### src/rtl/tdq_pkg.sv
package tdq_pkg;

   localparam int MAX_DELAY_MS = 450;
   localparam int DLY_W        = $clog2(MAX_DELAY_MS + 1);

   localparam logic [2:0] MD_FSK   = 3'd0;
   localparam logic [2:0] MD_DTMF  = 3'd1;
   localparam logic [2:0] MD_CPT   = 3'd2;
   localparam logic [2:0] MD_PDOWN = 3'd4;

   function automatic logic is_listening(input logic [2:0] md);
      return (md == MD_FSK) || (md == MD_DTMF) || (md == MD_CPT);
   endfunction

   // Delay in ms; rel selects the release (absent) delay.
   function automatic logic [DLY_W-1:0] delay_ms(input logic [2:0] md,
                                                 input logic [1:0] cd,
                                                 input logic       rel);
      int on_v;
      int off_v;
      on_v  = MAX_DELAY_MS;
      off_v = MAX_DELAY_MS;
      case (md)
         MD_FSK: begin
            case (cd)
               2'd0:    begin on_v = 450; off_v = 35; end
               2'd1:    begin on_v = 10;  off_v = 35; end
               2'd2:    begin on_v = 10;  off_v = 20; end
               default: begin on_v = 70;  off_v = 15; end
            endcase
         end
         MD_DTMF: begin
            case (cd)
               2'd2:    begin on_v = 30; off_v = 35; end
               2'd3:    begin on_v = 40; off_v = 25; end
               default: begin on_v = 25; off_v = 25; end
            endcase
         end
         MD_CPT: begin
            on_v  = 10;
            off_v = 25;
         end
         default: begin
            on_v  = MAX_DELAY_MS;
            off_v = MAX_DELAY_MS;
         end
      endcase
      return rel ? DLY_W'(off_v) : DLY_W'(on_v);
   endfunction

endpackage

### src/rtl/tdq_ms_tick.sv
module tdq_ms_tick #(
   parameter int CLK_PER_MS = 3580
) (
   input  logic clk,
   input  logic rst_n,
   input  logic clr_i,
   output logic tick_o
);
   localparam int              CNT_W = $clog2(CLK_PER_MS);
   localparam logic [CNT_W-1:0] LAST = CNT_W'(CLK_PER_MS - 1);

   logic [CNT_W-1:0] cnt_q;

   always_ff @(posedge clk) begin
      if (!rst_n)             cnt_q <= '0;
      else if (clr_i)         cnt_q <= '0;
      else if (cnt_q == LAST) cnt_q <= '0;
      else                    cnt_q <= cnt_q + 1'b1;
   end

   assign tick_o = !clr_i && (cnt_q == LAST);


   tick_gap_chk: assert property (@(posedge clk) disable iff (!rst_n)
      tick_o |=> !tick_o);

endmodule

### src/rtl/tdq_qualifier.sv
module tdq_qualifier
   import tdq_pkg::*;
(
   input  logic       clk,
   input  logic       rst_n,
   input  logic [2:0] mode_i,
   input  logic [1:0] tcode_i,
   input  logic       energy_i,
   input  logic       tick_i,
   output logic       clr_o,
   output logic       det_o,
   output logic       det_rise_o
);
   localparam int CFG_W = 5;

   logic [CFG_W-1:0] cfg_q;
   logic [DLY_W-1:0] ms_q;
   logic [DLY_W-1:0] ms_nxt;
   logic [DLY_W-1:0] target;
   logic             det_q;
   logic             cfg_chg;
   logic             pending;
   logic             done;

   assign cfg_chg = ({mode_i, tcode_i} != cfg_q);
   assign pending = is_listening(mode_i) && (energy_i != det_q);
   assign target  = delay_ms(mode_i, tcode_i, det_q);
   assign ms_nxt  = ms_q + 1'b1;
   assign done    = tick_i && (ms_nxt == target);
   assign clr_o   = cfg_chg || !pending;

   always_ff @(posedge clk) begin
      if (!rst_n) begin
         cfg_q <= '0;
         det_q <= 1'b0;
         ms_q  <= '0;
      end else begin
         cfg_q <= {mode_i, tcode_i};
         if (cfg_chg) begin
            det_q <= 1'b0;
            ms_q  <= '0;
         end else if (!pending) begin
            ms_q  <= '0;
         end else if (tick_i) begin
            if (done) begin
               det_q <= ~det_q;
               ms_q  <= '0;
            end else begin
               ms_q  <= ms_nxt;
            end
         end
      end
   end

   assign det_o      = det_q;
   assign det_rise_o = done && !det_q && !cfg_chg;


   cfg_clear_chk: assert property (@(posedge clk) disable iff (!rst_n)
      cfg_chg |=> !det_q);


   tick_only_chk: assert property (@(posedge clk) disable iff (!rst_n)
      (!tick_i && !cfg_chg) |=> $stable(det_q));


   ms_bound_chk: assert property (@(posedge clk) disable iff (!rst_n)
      !cfg_chg |-> (ms_q < target));

endmodule

### src/rtl/tdq_out_stage.sv
module tdq_out_stage
   import tdq_pkg::*;
#(
   parameter int TONE_W = 4
) (
   input  logic              clk,
   input  logic              rst_n,
   input  logic [2:0]        mode_i,
   input  logic              det_i,
   input  logic              det_rise_i,
   input  logic              rxd_raw_i,
   input  logic [TONE_W-1:0] tone_code_i,
   output logic              det_n_o,
   output logic              rxd_o,
   output logic [TONE_W-1:0] tone_o,
   output logic              out_en_o
);
   logic [TONE_W-1:0] tone_q;
   logic              capture;
   logic              listen;

   assign listen  = is_listening(mode_i);
   assign capture = det_rise_i && (mode_i == MD_DTMF);

   always_ff @(posedge clk) begin
      if (!rst_n)       tone_q <= '0;
      else if (capture) tone_q <= tone_code_i;
   end

   assign det_n_o  = listen ? ~det_i : 1'b1;
   assign rxd_o    = ((mode_i == MD_FSK) && det_i) ? rxd_raw_i : 1'b1;
   assign tone_o   = tone_q;
   assign out_en_o = (mode_i != MD_PDOWN);


   rxd_clamp_chk: assert property (@(posedge clk) disable iff (!rst_n)
      det_n_o |-> rxd_o);


   parked_chk: assert property (@(posedge clk) disable iff (!rst_n)
      !listen |-> (det_n_o && rxd_o));


   tone_hold_chk: assert property (@(posedge clk) disable iff (!rst_n)
      !capture |=> $stable(tone_o));

endmodule

### src/rtl/tone_detect_qual.sv
module tone_detect_qual #(
   parameter int CLK_PER_MS = 3580,
   parameter int TONE_W     = 4
) (
   input  logic              clk,
   input  logic              rst_n,
   input  logic [2:0]        mode_i,
   input  logic [1:0]        tcode_i,
   input  logic              energy_i,
   input  logic              rxd_raw_i,
   input  logic [TONE_W-1:0] tone_code_i,
   output logic              det_n_o,
   output logic              rxd_o,
   output logic [TONE_W-1:0] tone_o,
   output logic              out_en_o
);
   if (CLK_PER_MS < 2) begin : g_bad_div
      $error("tone_detect_qual: CLK_PER_MS must be 2 or more");
   end
   if (TONE_W < 1) begin : g_bad_tone
      $error("tone_detect_qual: TONE_W must be 1 or more");
   end

   logic tick;
   logic clr;
   logic det;
   logic det_rise;

   tdq_ms_tick #(.CLK_PER_MS(CLK_PER_MS)) u_tick (
      .clk    (clk),
      .rst_n  (rst_n),
      .clr_i  (clr),
      .tick_o (tick)
   );

   tdq_qualifier u_qual (
      .clk        (clk),
      .rst_n      (rst_n),
      .mode_i     (mode_i),
      .tcode_i    (tcode_i),
      .energy_i   (energy_i),
      .tick_i     (tick),
      .clr_o      (clr),
      .det_o      (det),
      .det_rise_o (det_rise)
   );

   tdq_out_stage #(.TONE_W(TONE_W)) u_out (
      .clk         (clk),
      .rst_n       (rst_n),
      .mode_i      (mode_i),
      .det_i       (det),
      .det_rise_i  (det_rise),
      .rxd_raw_i   (rxd_raw_i),
      .tone_code_i (tone_code_i),
      .det_n_o     (det_n_o),
      .rxd_o       (rxd_o),
      .tone_o      (tone_o),
      .out_en_o    (out_en_o)
   );

endmodule

### config.mk
export PLATFORM = sky130hd
export DESIGN_NAME = tone_detect_qual
export DESIGN_NICKNAME = d
export VERILOG_FILES = /design/src/rtl/tdq_pkg.sv /design/src/rtl/tdq_ms_tick.sv /design/src/rtl/tdq_qualifier.sv /design/src/rtl/tdq_out_stage.sv /design/src/rtl/tone_detect_qual.sv
export SDC_FILE = /design/constraint.sdc
export NUM_CORES = 1
export LEC_CHECK = 0
export BUFFER_PORTS_ARGS = -buffer_cell sky130_fd_sc_hd__buf_2
export CORE_MARGIN = 2
export CORE_UTILIZATION = 35
export CTS_BUF_LIST = sky130_fd_sc_hd__clkbuf_8
export DETAILED_ROUTE_END_ITERATION = 12
export PLACE_DENSITY_LB_ADDON = 0.12
export SETUP_SLACK_MARGIN = 0.4
export SLEW_MARGIN = 15
export SYNTH_ARGS = -nofsm -noshare
export SYNTH_HDL_FRONTEND = slang
export SYNTH_SLANG_ARGS = --single-unit
### constraint.sdc
create_clock -name clk -period 6.6 [get_ports clk]
set_input_delay 0.99 -clock clk [delete_from_list [all_inputs] [get_ports clk]]
set_output_delay 0.99 -clock clk [all_outputs]
set_load 0.02 [all_outputs]
---- Yosys cells after proc, flatten, opt, wreduce, memory -nomap -nowiden ----
Index checks and enable logic that the tools add are counted.
word-level totals
  word-level logic and storage cells ...... 52
  input bits .............................. 13
  flip-flop bits (word level) ............. 31
  output and inout port bits .............. 7
cells by class
  equality and inequality tests ........... 10
  add/sub/neg operators ................... 2
  reduce and logical (&&, ||, !) cells .... 22
  multiplexer cells ....................... 10
  bitwise gates (word level) .............. 3
operator list
  cell                                           number
  case mux 9 bit (3 select lines)                2
  case mux 6 bit (2 select lines)                2
  two-way mux 9 bit                              2
  case mux 9 bit (2 select lines)                1
  adder 12 x 1 -> 12 bit, second input constant  1
  == test 12 bit, second input constant          1
  adder 9 x 1 -> 9 bit, second input constant    1
  == test 9 bit                                  1
  logical AND 1 bit                              7
  two-way mux 6 bit                              1
  OR reduction 2 bit                             3
  OR reduction 3 bit                             2
  != test 5 bit                                  1
  == test 2 bit, second input constant           2
  zero test 1 bit                                4
  == test 3 x 1 -> 1 bit, second input constant  1
  == test 3 x 2 -> 1 bit, second input constant  1
  zero test 3 bit                                1
  logical OR 1 bit                               3
  != test 3 bit, second input constant           1
  inverter 1 bit                                 3
  AND reduction 3 bit                            1
  == test 2 x 1 -> 1 bit, second input constant  1
  zero test 2 bit                                1
  other kinds (2)                                3

---- Depth between registers and ports, before layout ----
Gate-level depths: netlist of the first run.
  depth in word-level cells ............... 12
  gate-level depth with buffers ........... 9
  depth with buffers taken out ............ 9

---- By module ----
Synthesis of the first run repeated with hierarchy kept, for this count alone.
unflattened totals
  cells, all modules ...................... 257
  area, all modules ....................... 2118.3 um^2
by module, submodules not included
  module         cells each  seq. area each (um^2)  area each (um^2)  instances
  tdq_qualifier  172         300.3                  1365.1            1
  tdq_ms_tick    61          240.2                  551.8             1
  tdq_out_stage  24          80.1                   201.4             1

---- Least setup slack after synthesis of the first run ----
No wires, ideal clock.
  path type ............................... input -> register
  start point ............................. input tcode_i[0]
  end point ............................... register u_out.tone_q[0] (netlist: u_out.tone_o[0])
  data arrival time ....................... 3.244 ns
  stages .................................. 9
  required time ........................... 6.528 ns
  path buffers ............................ 0
  setup time .............................. 0.072 ns
  slack ................................... 3.284 ns
  cells stage by stage .................... inv_1 -> ha_1 -> nor4b_1 -> or4_4 -> a211oi_2 -> o32ai_1 -> or4_4 -> nor4_4 -> mux2i_1
between the ends
  longest elaborated chain between the ends .. 10
  elaborated cells between the ends (all ways) .. 23
  classes of those cells .................. eq/ne: 5; mux: 7; reduce/logical: 11
RTL lines
  element                                                                                    RTL line               text
  start, declared                                                                            tone_detect_qual.sv:8  input logic [1:0] tcode_i,
  == test 2 x 1 -> 1 bit (tied with other cells)                                             tdq_pkg.sv:25          case (cd)
  OR reduction 2 bit (no line)                                                               n/a
  case mux 6 bit (2 select lines) / case mux 9 bit (2 select lines) (equally long branches)  tdq_pkg.sv:25
  case mux 9 bit (3 select lines)                                                            tdq_pkg.sv:23          case (md)
  two-way mux 9 bit                                                                          tdq_pkg.sv:48          return rel ? DLY_W'(off_v) : DLY_W'(on_v);
  == test 9 bit                                                                              tdq_qualifier.sv:29    assign done = tick_i && (ms_nxt == target);
  logical AND 1 bit                                                                          tdq_qualifier.sv:29
  logical AND 1 bit                                                                          tdq_qualifier.sv:56    assign det_rise_o = done && !det_q && !cfg_chg;
  logical AND 1 bit *                                                                        tdq_qualifier.sv:56
  logical AND 1 bit *                                                                        tdq_out_stage.sv:23    assign capture = det_rise_i && (mode_i == MD_DTMF);
  end signal, assigned                                                                       tdq_out_stage.sv:27    else if (capture) tone_q <= tone_code_i;
  end, declared                                                                              tdq_out_stage.sv:18    logic [TONE_W-1:0] tone_q;
Every way passes the cells marked *; elsewhere a longest branch is shown, timed or not.
A chain may end at the register's enable or synchronous reset.

---- Worst setup path after layout of the first run ----
  start point ............................. input tcode_i[0]
  end point ............................... register u_out.tone_q[3] (netlist: u_out.tone_o[3])
The elaborated chain is that of the path after synthesis.

==> impl_metrics.xml, run 1 <==
<?xml version="1.0" encoding="UTF-8"?>
<metrics>
  <group name="clock_tree">
    <metric name="insertion_delay" unit="ns">0.28</metric>
    <metric name="cts.path.max_buffers" unit="">2</metric>
    <metric name="clock_tree_from_tritoncts" unit="">built</metric>
    <metric name="post_cts_buffers" unit="">0</metric>
    <metric name="htree_levels" unit="">2</metric>
    <metric name="clock_tree.root_cell" unit="">sky130_fd_sc_hd__clkbuf_8</metric>
    <metric name="clkTransAtPathRegs" unit="ns">0.07</metric>
    <metric name="number_of_sinks_handled_by_clock_tree_synthesis" unit="">31</metric>
    <metric name="post_cts_resized" unit="">0</metric>
    <metric name="cts_made_buffers" unit="">5</metric>
    <metric name="hold_buffers" unit="">0</metric>
  </group>
  <group name="sta">
    <metric name="worst_slew_margin_rel" unit="">0.4822</metric>
    <metric name="final.min_clock_period" unit="ns">3.520</metric>
    <metric name="timing_hold_violations_final" unit="">0</metric>
    <metric name="finalCritPeriodShare" unit="">0.5333</metric>
    <metric name="timing_max_transition_violations_final" unit="">0</metric>
    <metric name="timing.final.ws_setup" unit="ns">3.080</metric>
    <metric name="worst_pin_slew" unit="ns">0.7658</metric>
    <metric name="max_freq" unit="MHz">284.1</metric>
    <metric name="setup_viol" unit="">0</metric>
    <metric name="totalNegativeSetupSlack" unit="ns">0</metric>
    <metric name="fin_worst_skew" unit="ns">0.003938</metric>
    <metric name="grt_setup_unrepaired" unit="">false</metric>
  </group>
  <group name="final_layout">
    <metric name="drive_above_1_share" unit="">0.1556</metric>
    <metric name="areaGrowthSynthToFinish" unit="%">13.10</metric>
    <metric name="finish.net_count" unit="">277</metric>
    <metric name="stdcell_count" unit="">329</metric>
    <metric name="postLayoutCoreUtil" unit="">0.4067</metric>
    <metric name="num_antenna_cells" unit="">0</metric>
    <metric name="layout.cell_area.non_filler" unit="um^2">2226</metric>
  </group>
  <group name="pwr">
    <metric name="share_of_total_power_in_sequential_cells" unit="">0.451</metric>
    <metric name="vdd.ir_drop.worst" unit="V">0.00009408</metric>
    <metric name="swShare" unit="">0.2274</metric>
    <metric name="share_clk_of_total_power" unit="">0.468</metric>
    <metric name="internal_power" unit="mW">0.3245</metric>
    <metric name="cellLeakagePower" unit="nW">0.7434</metric>
    <metric name="power.share.combinational" unit="">0.081</metric>
    <metric name="power.switching" unit="mW">0.09551</metric>
    <metric name="power.density_cell_area" unit="nW/um^2">188.7</metric>
  </group>
  <group name="setup_path">
    <metric name="rrSetupSlack" unit="ns">3.61</metric>
    <metric name="critical_path_arrival" unit="ns">3.74</metric>
    <metric name="cell_family_contributing_the_most_delay_on_the_critical_path" unit="">simple AND/OR/NAND/NOR gates</metric>
    <metric name="worst_setup_path_end_kind" unit="">flop</metric>
    <metric name="cp.buffers_inverters" unit="">2</metric>
    <metric name="crit_path_max_incr_delay" unit="ns">0.64</metric>
    <metric name="regToRegEndpoint" unit="">u_out.tone_o[3]$_SDFFE_PN0P_</metric>
    <metric name="worstPathCellList" unit="">buf_2, inv_1, ha_1, nor4b_1, o2111ai_1, a211oi_2, o32ai_1, or4_4, nor4_4, mux2i_1</metric>
    <metric name="rr_startpoint" unit="">u_qual.det_o$_SDFFE_PP0P_</metric>
    <metric name="critical_path.slowest_cell" unit="">sky130_fd_sc_hd__nor4b_1</metric>
    <metric name="timing_worst_setup_path_type" unit="">in -&gt; reg</metric>
    <metric name="cp.required" unit="ns">6.82</metric>
    <metric name="critical_path_peak_fanout" unit="">6</metric>
    <metric name="worst-r2r-cell-count" unit="">7</metric>
    <metric name="startpoint_type" unit="">input pin</metric>
  </group>
  <group name="logic_synthesis">
    <metric name="post_syn_area" unit="um^2">1968</metric>
    <metric name="number_of_register_bits_inferred_by_synthesis" unit="">31</metric>
    <metric name="synth_enable_flop_cells" unit="">0</metric>
    <metric name="postSynthAreaPerCell" unit="um^2">8.201</metric>
    <metric name="synthArstFlopShare" unit="">0</metric>
    <metric name="yosys_warnings" unit="">0</metric>
    <metric name="ys_seq_area_frac" unit="">0.3153</metric>
    <metric name="synthCells" unit="">240</metric>
    <metric name="ys_dominant_reg_cell" unit="">sky130_fd_sc_hd__dfxtp_1</metric>
    <metric name="syn_nets" unit="">261</metric>
    <metric name="ys_types" unit="">47</metric>
  </group>
  <group name="placement">
    <metric name="buffer_ports.inserted" unit="">19</metric>
    <metric name="hpwl_after_detailed_placement" unit="um">3145</metric>
    <metric name="place_worst_setup_slack" unit="ns">2.784</metric>
    <metric name="dpl-instance-area" unit="um^2">2108</metric>
    <metric name="placer_s_final_routability_congestion_estimate" unit="">0.8301</metric>
    <metric name="placed_cells" unit="">321</metric>
  </group>
  <group name="die">
    <metric name="fp-row-count" unit="">27</metric>
    <metric name="initial_standard_cell_utilization_of_the_core" unit="">0.3596</metric>
    <metric name="die_h" unit="um">78.99</metric>
    <metric name="die_width" unit="um">78.99</metric>
    <metric name="die_area" unit="um^2">6239</metric>
    <metric name="num_io_pins" unit="">20</metric>
    <metric name="core" unit="um^2">5473</metric>
  </group>
  <group name="detailed_routing">
    <metric name="route.detailed.drc" unit="">0</metric>
    <metric name="num_vias" unit="">1701</metric>
    <metric name="detail_route.first_pass.iterations" unit="">4</metric>
    <metric name="wl_per_cell" unit="um">13.05</metric>
    <metric name="ant_nets" unit="">0</metric>
    <metric name="detail_route.wirelength" unit="um">4292</metric>
    <metric name="drt_iter0_markers" unit="">84</metric>
    <metric name="routed_via_density" unit="">5.170</metric>
  </group>
  <group name="global_route">
    <metric name="first_global_vias" unit="">1503</metric>
    <metric name="pin_count_of_the_biggest_net_entering_global_routing" unit="">21</metric>
    <metric name="grt_overflow_total" unit="">0</metric>
    <metric name="global_route_wire_length_before_repair" unit="um">7086</metric>
    <metric name="antenna_found_initial" unit="">0</metric>
    <metric name="grt_util_all_layers" unit="">0.1442</metric>
  </group>
  <group name="min_path">
    <metric name="hold_start" unit="">u_tick.cnt_q[0]$_SDFF_PP0_</metric>
    <metric name="timing.hold.worst_endpoint" unit="">u_tick.cnt_q[0]$_SDFF_PP0_</metric>
    <metric name="worst_hold_path_type" unit="">reg -&gt; reg</metric>
    <metric name="hold-path-cell-count" unit="">1</metric>
  </group>
  <group name="run">
    <metric name="timing.max_cap.violations" unit="">0</metric>
  </group>
  <group name="status">
    <metric name="outcome" unit="">complete, no violations</metric>
  </group>
</metrics>
[worst max path at each step]
stage | cells past startpoint | slack, ns | startpoint | end
finish | 10 | 3.08 | tcode_i[0] | u_out.tone_o[3]$_SDFFE_PN0P_
global route | 10 | 2.85 | tcode_i[0] | u_out.tone_o[1]$_SDFFE_PN0P_
CTS | 10 | 3.09 | tcode_i[0] | u_out.tone_o[3]$_SDFFE_PN0P_
detailed placement | 10 | 2.78 | tcode_i[0] | u_out.tone_o[3]$_SDFFE_PN0P_
global placement | 10 | 2.79 | tcode_i[0] | u_out.tone_o[1]$_SDFFE_PN0P_
floorplan | 9 | 3.28 | tcode_i[0] | u_out.tone_o[0]$_SDFFE_PN0P_
[cell usage in the layout, fill, tap and decap left out, types with 3 or more instances in the layout]
cell type,count
sky130_fd_sc_hd__a21oi_1,9
sky130_fd_sc_hd__and2_1,7
sky130_fd_sc_hd__buf_2,19
sky130_fd_sc_hd__clkbuf_8,6
sky130_fd_sc_hd__dfxtp_1,31
sky130_fd_sc_hd__ha_1,8
sky130_fd_sc_hd__inv_1,11
sky130_fd_sc_hd__mux2_2,3
sky130_fd_sc_hd__mux2i_1,5
sky130_fd_sc_hd__nand2_1,24
sky130_fd_sc_hd__nand3_1,14
sky130_fd_sc_hd__nand4_1,6
sky130_fd_sc_hd__nor2_1,29
sky130_fd_sc_hd__nor3_1,6
sky130_fd_sc_hd__nor4_1,5
sky130_fd_sc_hd__o21ai_0,3
sky130_fd_sc_hd__o32ai_1,4
sky130_fd_sc_hd__or2_2,3
sky130_fd_sc_hd__xnor2_1,17
sky130_fd_sc_hd__xor2_1,13
[layer usage]
layer | vias to the layer above | wire, um | GRT usage
met3 | 5 | 199 | 0.03523
met2 | 34 | 1816 | 0.2051
met1 | 783 | 2206 | 0.2070
met4 | 0 | 70 | 0.05862
met5 | - | 0 | 0
li1 | 879 | - | -
[cells in the mapped netlist, types with 5 or more instances]
cell / n / area share
sky130_fd_sc_hd__xnor2_1: 17 / 0.076
sky130_fd_sc_hd__nand2_1: 24 / 0.046
sky130_fd_sc_hd__ha_1: 8 / 0.051
sky130_fd_sc_hd__mux2i_1: 5 / 0.025
sky130_fd_sc_hd__nor2_1: 29 / 0.055
sky130_fd_sc_hd__nand4_1: 6 / 0.019
sky130_fd_sc_hd__xor2_1: 13 / 0.058
sky130_fd_sc_hd__nand3_1: 14 / 0.036
sky130_fd_sc_hd__nor4_1: 5 / 0.016
sky130_fd_sc_hd__clkbuf_1: 9 / 0.017
sky130_fd_sc_hd__dfxtp_1: 31 / 0.32
sky130_fd_sc_hd__a21oi_1: 9 / 0.023
sky130_fd_sc_hd__and2_1: 7 / 0.022
sky130_fd_sc_hd__nor3_1: 6 / 0.015
sky130_fd_sc_hd__inv_1: 11 / 0.021
[sequential cells by signal, summed over array words and instances, names as in the netlist]
signal	cells
u_out.tone_o	4
u_qual.det_o	1
u_qual.cfg_q	5
u_tick.cnt_q	12
u_qual.ms_q	9
[cells by family after synthesis]
group           synth area share
compound gates            0.1252
xor+xnor                  0.1335
fa+ha+maj                0.05086
buf+inv                  0.04386
flops                     0.3153
mux                      0.04259
simple gates              0.2886
[cell type report]
| type | count | area (um^2) |
|---|---|---|
| fill | 601 | 3247 |
| clock buffer | 6 | 82.58 |
| clock inverter | 2 | 35.03 |
| tap | 72 | 90.09 |
| inverter | 11 | 41.29 |
| sequential | 31 | 620.6 |
| multi-input combinational | 188 | 1261 |
| timing repair buffer | 19 | 95.09 |
[power groups by stage]
stage                     Combinational [mW]  Sequential (mW)  Clock (mW)
after floorplan                       0.0240            0.194           0
after global placement                0.0344            0.194           0
after detailed placement              0.0340            0.194           0
after CTS                             0.0342            0.189       0.203
after global routing                  0.0380            0.189       0.211
final                                 0.0342            0.189       0.196
[stage by stage]
stage	hold slack (ns)	total power, mW
6_report	0.4510	0.4201
5_1_grt	0.4871	0.4387
3_5_place_dp	0.4431	0.2276
3_3_place_gp	0.4391	0.2281
4_1_cts	0.4599	0.4265
2_1_floorplan	0.4175	0.2175
Note: power is estimated with default switching activity, not from simulation.
==> inputs of run 2 (changes only) <==
- clock period: 6.6 -> 3.5 ns (I/O delays scaled with it)
==> impl_metrics.xml, run 2 (same netlist as run 1, synthesis figures left out) <==
<?xml version="1.0" encoding="UTF-8"?>
<metrics>
  <group name="clock_tree">
    <metric name="cts_made_buffers" unit="">5</metric>
    <metric name="clkTransAtPathRegs" unit="ns">0.06</metric>
    <metric name="clock_tree_from_tritoncts" unit="">built</metric>
    <metric name="htree_levels" unit="">2</metric>
    <metric name="hold_buffers" unit="">0</metric>
    <metric name="post_cts_resized" unit="">0</metric>
    <metric name="post_cts_buffers" unit="">0</metric>
    <metric name="clock_tree.root_cell" unit="">sky130_fd_sc_hd__clkbuf_8</metric>
    <metric name="cts.path.max_buffers" unit="">2</metric>
    <metric name="insertion_delay" unit="ns">0.28</metric>
    <metric name="number_of_sinks_handled_by_clock_tree_synthesis" unit="">31</metric>
  </group>
  <group name="sta">
    <metric name="timing_hold_violations_final" unit="">0</metric>
    <metric name="timing_max_transition_violations_final" unit="">0</metric>
    <metric name="grt_setup_unrepaired" unit="">false</metric>
    <metric name="max_freq" unit="MHz">343.7</metric>
    <metric name="worst_slew_margin_rel" unit="">0.6174</metric>
    <metric name="final.min_clock_period" unit="ns">2.910</metric>
    <metric name="totalNegativeSetupSlack" unit="ns">0</metric>
    <metric name="setup_viol" unit="">0</metric>
    <metric name="worst_pin_slew" unit="ns">0.5721</metric>
    <metric name="fin_worst_skew" unit="ns">0.004716</metric>
    <metric name="timing.final.ws_setup" unit="ns">0.5901</metric>
    <metric name="finalCritPeriodShare" unit="">0.8314</metric>
    <metric name="hold-worst-slack" unit="ns">0.4508</metric>
  </group>
  <group name="die">
    <metric name="fp-row-count" unit="">27</metric>
    <metric name="die_h" unit="um">78.99</metric>
    <metric name="num_io_pins" unit="">20</metric>
    <metric name="die_width" unit="um">78.99</metric>
    <metric name="initial_standard_cell_utilization_of_the_core" unit="">0.3596</metric>
    <metric name="die_area" unit="um^2">6239</metric>
    <metric name="core" unit="um^2">5473</metric>
  </group>
  <group name="placement">
    <metric name="buffer_ports.inserted" unit="">19</metric>
    <metric name="placer_s_final_routability_congestion_estimate" unit="">0.8572</metric>
    <metric name="place_worst_setup_slack" unit="ns">0.2717</metric>
    <metric name="dpl-instance-area" unit="um^2">2138</metric>
    <metric name="placed_cells" unit="">325</metric>
    <metric name="hpwl_after_detailed_placement" unit="um">3226</metric>
  </group>
  <group name="global_route">
    <metric name="antenna_found_initial" unit="">0</metric>
    <metric name="pin_count_of_the_biggest_net_entering_global_routing" unit="">21</metric>
    <metric name="grt_overflow_total" unit="">0</metric>
    <metric name="grt_util_all_layers" unit="">0.1506</metric>
    <metric name="first_global_vias" unit="">1557</metric>
    <metric name="global_route_wire_length_before_repair" unit="um">7286</metric>
  </group>
  <group name="final_layout">
    <metric name="stdcell_count" unit="">332</metric>
    <metric name="drive_above_1_share" unit="">0.1654</metric>
    <metric name="max_flop_register" unit="">u_tick.cnt_q</metric>
    <metric name="num_antenna_cells" unit="">0</metric>
    <metric name="areaGrowthSynthToFinish" unit="%">14.18</metric>
    <metric name="postLayoutCoreUtil" unit="">0.4106</metric>
    <metric name="layout.cell_area.non_filler" unit="um^2">2247</metric>
    <metric name="mostFrequentLayoutCell" unit="">sky130_fd_sc_hd__dfxtp_1</metric>
    <metric name="reg_top3" unit="">u_tick.cnt_q x12, u_qual.ms_q x9, u_qual.cfg_q x5</metric>
    <metric name="final_cell_mix" unit="">31 x sky130_fd_sc_hd__dfxtp_1, 29 x sky130_fd_sc_hd__nor2_1, 24 x sky130_fd_sc_hd__nand2_1, 19 x sky130_fd_sc_hd__buf_2, 17 x sky130_fd_sc_hd__xnor2_1</metric>
    <metric name="largest_register_ff_count" unit="">12</metric>
    <metric name="finish.net_count" unit="">281</metric>
  </group>
  <group name="setup_path">
    <metric name="rrSetupSlack" unit="ns">0.60</metric>
    <metric name="rr_startpoint" unit="">u_qual.det_o$_SDFFE_PP0P_</metric>
    <metric name="cp.required" unit="ns">3.71</metric>
    <metric name="crit_start" unit="">tcode_i[0]</metric>
    <metric name="worst-r2r-cell-count" unit="">7</metric>
    <metric name="critical_path_arrival" unit="ns">3.12</metric>
    <metric name="endpoint" unit="">u_out.tone_o[1]$_SDFFE_PN0P_</metric>
    <metric name="regToRegEndpoint" unit="">u_out.tone_o[1]$_SDFFE_PN0P_</metric>
    <metric name="timing_worst_setup_path_type" unit="">in -&gt; reg</metric>
    <metric name="startpoint_type" unit="">input pin</metric>
    <metric name="critical_path_peak_fanout" unit="">6</metric>
    <metric name="worst_setup_path_end_kind" unit="">flop</metric>
  </group>
  <group name="pwr">
    <metric name="cellLeakagePower" unit="nW">0.7587</metric>
    <metric name="report.power.total" unit="mW">0.7598</metric>
    <metric name="vdd.ir_drop.worst" unit="V">0.0001989</metric>
    <metric name="power.density_cell_area" unit="nW/um^2">338.1</metric>
  </group>
  <group name="detailed_routing">
    <metric name="detail_route.first_pass.iterations" unit="">4</metric>
    <metric name="wl_per_cell" unit="um">12.92</metric>
    <metric name="num_vias" unit="">1709</metric>
    <metric name="routed_via_density" unit="">5.148</metric>
    <metric name="ant_nets" unit="">0</metric>
    <metric name="route.detailed.drc" unit="">0</metric>
    <metric name="detail_route.wirelength" unit="um">4291</metric>
    <metric name="drt_iter0_markers" unit="">62</metric>
  </group>
  <group name="min_path">
    <metric name="worst_hold_path_type" unit="">reg -&gt; reg</metric>
  </group>
  <group name="status">
    <metric name="outcome" unit="">complete, no violations</metric>
  </group>
  <group name="run">
    <metric name="timing.max_cap.violations" unit="">0</metric>
  </group>
</metrics>
==> run 2: changes by cell type in the layout (fill, tap and decap cells not counted) <==
cell | previous run | this run
sky130_fd_sc_hd__buf_4 | 0 | 4
sky130_fd_sc_hd__clkbuf_8 | 6 | 5
sky130_fd_sc_hd__clkinv_2 | 1 | 0
sky130_fd_sc_hd__inv_1 | 11 | 12
sky130_fd_sc_hd__nor4b_1 | 2 | 1
sky130_fd_sc_hd__nor4b_2 | 0 | 1
==> run 2: worst min path at each step <==
stage                                       startpoint                      endpoint  slack [ns]  cells past startpoint
after CTS                   u_tick.cnt_q[0]$_SDFF_PP0_    u_tick.cnt_q[0]$_SDFF_PP0_        0.46                      1
after floorplan             u_tick.cnt_q[0]$_SDFF_PP0_    u_tick.cnt_q[0]$_SDFF_PP0_        0.42                      1
after global placement      u_tick.cnt_q[0]$_SDFF_PP0_    u_tick.cnt_q[0]$_SDFF_PP0_        0.44                      1
after global routing        u_tick.cnt_q[0]$_SDFF_PP0_    u_tick.cnt_q[0]$_SDFF_PP0_        0.48                      1
after detailed placement  u_out.tone_o[2]$_SDFFE_PN0P_  u_out.tone_o[2]$_SDFFE_PN0P_        0.45                      2
final                       u_tick.cnt_q[0]$_SDFF_PP0_    u_tick.cnt_q[0]$_SDFF_PP0_        0.45                      1
==> run 2: worst max-delay path: stages <==
cell and delay (ns):
sky130_fd_sc_hd__buf_2 0.14, sky130_fd_sc_hd__inv_1 0.08, sky130_fd_sc_hd__ha_1 0.20, sky130_fd_sc_hd__nor4b_2 0.18, sky130_fd_sc_hd__or4_4 0.50, sky130_fd_sc_hd__a211oi_2 0.23
sky130_fd_sc_hd__o32ai_1 0.13, sky130_fd_sc_hd__or4_4 0.58, sky130_fd_sc_hd__nor4_4 0.32, sky130_fd_sc_hd__mux2i_1 0.23
==> run 2: area by class of cell <==
cell class	instances	area, um^2
Fill cell	580	3226
Multi-Input combinational cell	188	1267
Sequential cell	31	620.6
Timing Repair Buffer	23	125.1
Tap cell	72	90.09
Clock buffer	5	68.82
Inverter	11	41.29
Clock inverter	2	33.78
==> run 2: where the power goes <==
group,switching (mW),internal (mW)
clock,0.131,0.205
sequential,0.00128,0.356
combinational,0.0392,0.0274
total,0.171,0.589
==> run 2: routing by layer <==
layer	vias up	global-route usage	share of wire
li1	888	-	-
met1	790	0.2122	0.52
met2	22	0.2212	0.42
met3	9	0.03636	0.033
met4	0	0.05690	0.019
met5	-	0	0
